<file path="config.mk">
export PLATFORM = sky130hd
export DESIGN_NAME = uart_rx_sticky
export DESIGN_NICKNAME = d
export VERILOG_FILES = /design/src/rtl/uart_rx_sticky.sv
export SDC_FILE = /design/constraint.sdc
export NUM_CORES = 1
export LEC_CHECK = 0
export BUFFER_PORTS_ARGS = -buffer_cell sky130_fd_sc_hd__buf_2
export CELL_PAD_IN_SITES_DETAIL_PLACEMENT = 1
export CELL_PAD_IN_SITES_GLOBAL_PLACEMENT = 1
export CORE_UTILIZATION = 40
export CTS_CLUSTER_DIAMETER = 200
export DETAILED_ROUTE_END_ITERATION = 8
export PLACE_DENSITY_LB_ADDON = 0.1
export SETUP_SLACK_MARGIN = 0.15
export SLEW_MARGIN = 20
export SYNTH_ARGS = -nofsm -noshare
export SYNTH_HDL_FRONTEND = slang
export SYNTH_SLANG_ARGS = --single-unit
</file>
<file path="constraint.sdc">
create_clock -name clk -period 3.35 [get_ports clk]
set_input_delay 0.335 -clock clk [delete_from_list [all_inputs] [get_ports clk]]
set_output_delay 0.335 -clock clk [all_outputs]
set_load 0.01 [all_outputs]
</file>
<file path="src/rtl/uart_rx_sticky.sv">
module uart_rx_sticky #(
  parameter int DATA_W = 8,
  parameter int OVS    = 16
) (
  input  logic              clk,
  input  logic              rst_n,
  input  logic              tick,
  input  logic              rx_en,
  input  logic              par_en,
  input  logic              par_odd,
  input  logic              rxd,
  input  logic              stat_rd,
  input  logic              stat_wr,
  input  logic [3:0]        stat_wdata,
  input  logic              dma_rd,
  output logic [DATA_W-1:0] rx_data,
  output logic [3:0]        status,
  output logic              rx_irq,
  output logic              rxd_level
);
  localparam int CW  = $clog2(OVS);
  localparam int BW  = $clog2(DATA_W + 1);
  localparam int MID = OVS / 2;
  localparam logic [CW-1:0] C_A   = CW'(MID - 1);
  localparam logic [CW-1:0] C_B   = CW'(MID);
  localparam logic [CW-1:0] C_V   = CW'(MID + 1);
  localparam logic [CW-1:0] C_END = CW'(OVS - 1);
  localparam logic [BW-1:0] B_LAST = BW'(DATA_W - 1);

  typedef enum logic [2:0] {S_IDLE, S_START, S_DATA, S_PAR, S_STOP} st_t;

  st_t               st;
  logic [1:0]        sync;
  logic              rx_prev;
  logic [CW-1:0]     cnt;
  logic [BW-1:0]     bitn;
  logic [DATA_W-1:0] shreg;
  logic              s_a, s_b, par_acc, par_bad;
  logic              full, ovr, per, fer;
  logic [3:0]        arm;

  wire rx_s    = sync[1];
  wire err_any = ovr | per | fer;
  wire fall    = rx_prev & ~rx_s;
  wire at_vote = tick && (cnt == C_V);
  wire at_end  = tick && (cnt == C_END);
  wire vote    = (s_a & s_b) | (s_a & rx_s) | (s_b & rx_s);
  wire done    = rx_en && (st == S_STOP) && at_vote;
  wire bad_par = par_en & par_bad;
  wire fer_set = done & ~vote;
  wire per_set = done & vote & bad_par;
  wire ovr_set = done & vote & ~bad_par & full;
  wire load    = done & vote & ~bad_par & ~full;
  wire [3:0] clr = {4{stat_wr}} & ~stat_wdata & arm;

  assign status    = {full, ovr, per, fer};
  assign rx_irq    = full;
  assign rxd_level = rx_s;

  always_ff @(posedge clk or negedge rst_n) begin
    if (!rst_n) begin
      sync    <= 2'b11;
      rx_prev <= 1'b1;
    end else begin
      sync    <= {sync[0], rxd};
      rx_prev <= rx_s;
    end
  end

  always_ff @(posedge clk or negedge rst_n) begin
    if (!rst_n) begin
      st      <= S_IDLE;
      cnt     <= '0;
      bitn    <= '0;
      shreg   <= '0;
      s_a     <= 1'b1;
      s_b     <= 1'b1;
      par_acc <= 1'b0;
      par_bad <= 1'b0;
    end else if (!rx_en) begin
      st <= S_IDLE;
    end else begin
      if (st != S_IDLE && tick) begin
        cnt <= (cnt == C_END) ? '0 : cnt + 1'b1;
        if (cnt == C_A) s_a <= rx_s;
        if (cnt == C_B) s_b <= rx_s;
      end
      case (st)
        S_IDLE: if (fall && !err_any) begin
          st      <= S_START;
          cnt     <= '0;
          par_acc <= 1'b0;
          par_bad <= 1'b0;
        end
        S_START: begin
          if (at_vote && vote) st <= S_IDLE;
          else if (at_end) begin
            st   <= S_DATA;
            bitn <= '0;
          end
        end
        S_DATA: begin
          if (at_vote) begin
            shreg   <= {vote, shreg[DATA_W-1:1]};
            par_acc <= par_acc ^ vote;
          end
          if (at_end) begin
            bitn <= bitn + 1'b1;
            if (bitn == B_LAST) st <= par_en ? S_PAR : S_STOP;
          end
        end
        S_PAR: begin
          if (at_vote) par_bad <= par_acc ^ vote ^ par_odd;
          if (at_end) st <= S_STOP;
        end
        S_STOP: if (at_vote) st <= S_IDLE;
        default: st <= S_IDLE;
      endcase
    end
  end

  always_ff @(posedge clk or negedge rst_n) begin
    if (!rst_n) begin
      rx_data <= '0;
      full    <= 1'b0;
      ovr     <= 1'b0;
      per     <= 1'b0;
      fer     <= 1'b0;
      arm     <= '0;
    end else begin
      if (load) begin
        rx_data <= shreg;
        full    <= 1'b1;
      end else if (dma_rd || clr[3]) full <= 1'b0;
      if (ovr_set) ovr <= 1'b1; else if (clr[2]) ovr <= 1'b0;
      if (per_set) per <= 1'b1; else if (clr[1]) per <= 1'b0;
      if (fer_set) fer <= 1'b1; else if (clr[0]) fer <= 1'b0;
      if (stat_wr)      arm <= '0;
      else if (stat_rd) arm <= (arm & status) | status;
      else              arm <= arm & status;
    end
  end
endmodule


</file>
==> metrics list <==
* Number of nets in the layout: 225
* Setup violation total in the final timing report: 0
- Post-synthesis cell area: 0.00211 mm^2
- For the pin with the worst max-slew slack, the measured transition is 0.950 ns.
- In this run, the number of DRC markers left after iteration 0 of detailed routing was 109.
- The tightest min-delay check is of the input pin to register type.
- The tree is rooted in a sky130_fd_sc_hd__clkbuf_8.
* Overflow left after global routing: 0
- Aggregate global-route resource usage: 18.0%
- Counting I/O delays and the setup requirement, the final critical path takes 2.31 ns.
- Cts repair resizes: 0
- After detailed routing, the number of remaining DRC violations is 0.
- Summing all multi-input logic gate instances after layout gives 932 um^2.
- For this design the static power due to leakage is 1.15 nW.
* Clock tree from TritonCTS: done
- Setup repair after global routing missed its margin: false
* Synth Area in Compound Gates: 8.31%
- Synthesized-area fraction occupied by adder cells: 2.91%
- In this run the tightest slew margin relative to its limit is 35.7%.
- Vias: 1455
* Count of input and output buffers: 27
- Post-synthesis net count: 205
* Outcome: completed
- Max-cap violations in this run came to 0.
* Global-route wire length before repair: 7450 um
- For this design the ratio of total power to cell area is 473 mW/mm^2.
* Achievable clock frequency: 433 MHz
- Die extent in y: 74.6 um
- Synthesized flop and latch total: 42
- Most used cells in the layout excluding fill and tap cells: sky130_fd_sc_hd__dfrtp_1, sky130_fd_sc_hd__buf_2, sky130_fd_sc_hd__nand2_1
- Dividing the detail-routed wire length by the instance count gives 15.4 um.
- The clock tree synthesis step divided the H-tree into 2 levels.
- The critical path is of the register to register type.
- Post-CTS timing repair inserted 0 buffers for setup.
* Number of warnings reported in the yosys synthesis log: 0
- The initial antenna violation count was 0.
- Fraction of final layout cells sized beyond drive strength 1: 29.8%
- At the end of routability-driven placement, the weighted congestion stood at 0.823.
- Vias per cell: 5.23
* Setup Skew: 0.00452 ns
- After layout, the worst path uses 69.0% of the clock period.
- Summing the areas of all and, or, nand and nor instances in the mapped netlist gives 18.0% of the synthesized area.
- Max-slew violation total from the final report: 0
- Pin count of the biggest net entering global routing: 43
- Once detailed placement completed, the half-perimeter wirelength came to 3130 um.
- From left edge to right edge, the die measures 74.6 um.
- In this run the remaining antenna-violating nets after routing total 0.
- Number of ports placed on the die boundary: 28
- Diodes inserted: 0
* Total non-filler cell area in the finished layout: 0.00233 mm^2
- Final hold violation count: 0
* Most frequent standard cell in the layout excluding fill and tap cells: sky130_fd_sc_hd__dfrtp_1
- STA classifies the critical path startpoint as a register.
- Distinct cell type count after synthesis: 45
* Critical Path Sink Type: register
- After synthesis, the share of flip-flops with an asynchronous set or reset is 100%.
- The floorplan step defined a die boundary enclosing 0.00556 mm^2.
- The pre-antenna-repair detailed-routing pass consisted of 4 iterations.
- Fill cell total of the finished layout: 576
- The most used flip-flop cell after synthesis is sky130_fd_sc_hd__dfrtp_1.
* Storage cell area: 0.00106 mm^2
* Area of the core: 0.00507 mm^2
* Minimum hold slack: 0.143 ns
- Post-Syn Instances: 187
- Compared with the post-synthesis result, the final layout area differs by 10.6%.
- Fraction of the yosys area taken by sequential cells: 50.2%
- Mux contribution to synthesized area: 12.9%
- The synthesized design contains 0 enable-type register cells.
- Cells fill 45.9% of the core in the end.
- CTS sink cnt: 42
* Required @ worst endpoint: 3.52 ns
- The initialized floorplan defines 26 standard-cell rows.
* Xor-xnor portion of the synthesized cell area: 2.08%
- After detailed routing, the total wire length is 4280 um.
* Largest family of logic cells by synthesized area: simple AND/OR/NAND/NOR gates
* Via count of the first global-routing pass: 1506
- Maximum vdd drop: 326 uV
- Clock latency on the worst-skew pair: 0.28 ns
- Largest fanout on the critical path: 9
- Post-DP Area: 0.00223 mm^2
- No sink is reached through more buffers than the 2 on the longest clock path.
* Sum of negative setup slack: 0 ns
* Clock-pin slew reported for the worst setup and hold paths after clock tree synthesis: 0.08 ns
- Data arrival time of the critical path: 2.49 ns
- CTS Buf Count: 5
- Initial cell density of the core: 41.5%
* Post-CTS Hold Buffers: 0
* Post-Syn Area per Cell: 11.3 um^2
[routing by layer]
layer,part of all wire [%],global-route usage (%),up-vias
met5,0,0,-
li1,-,-,701
met1,47,24.7,724
met3,3.8,3.93,2
met4,0.58,3.77,0
met2,49,29.2,28
[kinds of logic after synthesis]
family | Yosys count
mux | 22
simple gates | 66
xor+xnor | 5
fa+ha+maj | 5
compound gates | 27
flops | 42
buf+inv | 20
[path summary, 6_finish.rpt]
| check | slack (ns) | end | from | cells after the start |
|---|---|---|---|---|
| worst max-delay path | 1.04 | rx_data[1]$_DFFE_PN0P_ | cnt[1]$_DFFE_PN0P_ | 6 |
| worst min-delay path | 0.14 | sync[0]$_DFF_PN1_ | rxd | 1 |
| worst max register to register | 1.04 | rx_data[1]$_DFFE_PN0P_ | cnt[1]$_DFFE_PN0P_ | 6 |
| worst min register to register | 0.36 | sync[1]$_DFF_PN1_ | sync[0]$_DFF_PN1_ | 0 |
| max in group asynchronous | 2.62 | cnt[3]$_DFFE_PN0P_ | rst_n | 1 |
| min in group asynchronous | 0.17 | rx_data[7]$_DFFE_PN0P_ | rst_n | 1 |
[power breakdown]
part	switching, W	internal [W]	total [W]	leakage, nW
Combinational	0.000108	0.0000760	0.000184	0.545
Sequential	0.0000498	0.000531	0.000581	0.562
Clock	0.000172	0.000166	0.000337	0.0472
Total	0.000329	0.000773	0.00110	1.15
[worst max-delay path, stage by stage (launching register included)]
cell and delay, ns:
sky130_fd_sc_hd__dfrtp_1 0.42, sky130_fd_sc_hd__inv_1 0.09, sky130_fd_sc_hd__ha_1 0.13, sky130_fd_sc_hd__and4b_1 0.43
sky130_fd_sc_hd__nand4_4 0.14, sky130_fd_sc_hd__or3b_1 0.61, sky130_fd_sc_hd__mux2_4 0.38
[metrics by stage]
stage | cells | power [W] | setup WS (ns)
6_report | 278 | 0.00110 | 1.04
5_1_grt | 278 | 0.00117 | 0.870
4_1_cts | 278 | 0.00112 | 1.01
3_5_place_dp | 270 | 0.000775 | 1.02
3_3_place_gp | 270 | 0.000759 | 1.10
2_1_floorplan | 187 | 0.000716 | 1.42
[layout make-up]
cell class | instances | share of cell area (%)
flip-flops and latches | 42 | 45.4
multi-input cells | 125 | 40.0
repair buffers | 27 | 5.80
well taps | 70 | 3.76
clock buffers | 6 | 3.54
inverters | 6 | 0.967
clock inverters | 2 | 0.537
[synth_stat cells, types with 2 or more instances]
library cell                n  area share, %
sky130_fd_sc_hd__o21ai_0   10            2.4
sky130_fd_sc_hd__buf_4      4            1.4
sky130_fd_sc_hd__nor3b_1    4            1.4
sky130_fd_sc_hd__nor3b_2    2            1.2
sky130_fd_sc_hd__a21oi_1    5            1.2
sky130_fd_sc_hd__a311oi_1   2           0.83
sky130_fd_sc_hd__dfrtp_1   37             44
sky130_fd_sc_hd__inv_1      6            1.1
sky130_fd_sc_hd__nand3_1    6            1.4
sky130_fd_sc_hd__and4b_1    2           0.95
sky130_fd_sc_hd__nor3_1     3           0.71
sky130_fd_sc_hd__and4_1     2           0.83
sky130_fd_sc_hd__clkbuf_1   3           0.53
sky130_fd_sc_hd__nand2b_1   3           0.89
sky130_fd_sc_hd__nor2_1    14            2.5
sky130_fd_sc_hd__xor2_1     2           0.83
sky130_fd_sc_hd__nand4_1    3           0.89
sky130_fd_sc_hd__mux2_2    10            5.3
sky130_fd_sc_hd__dfstp_2    5            6.2
sky130_fd_sc_hd__a211o_1    2           0.83
sky130_fd_sc_hd__buf_6      3            1.6
sky130_fd_sc_hd__a31oi_1    2           0.59
sky130_fd_sc_hd__mux2i_1    4            1.9
sky130_fd_sc_hd__nor2b_1    2           0.59
sky130_fd_sc_hd__buf_2      3           0.71
sky130_fd_sc_hd__nand2_1   17            3.0
sky130_fd_sc_hd__mux2_4     8            5.7
sky130_fd_sc_hd__ha_1       4            2.4
sky130_fd_sc_hd__xnor2_1    3            1.2
[state kept, by name, indices dropped and copies added, names as in the netlist, 2 cells and up]
register,cells
st,3
arm,4
cnt,4
shreg,8
sync,2
bitn,4
rx_data,8
Note: power is estimated with default switching activity, not from simulation.
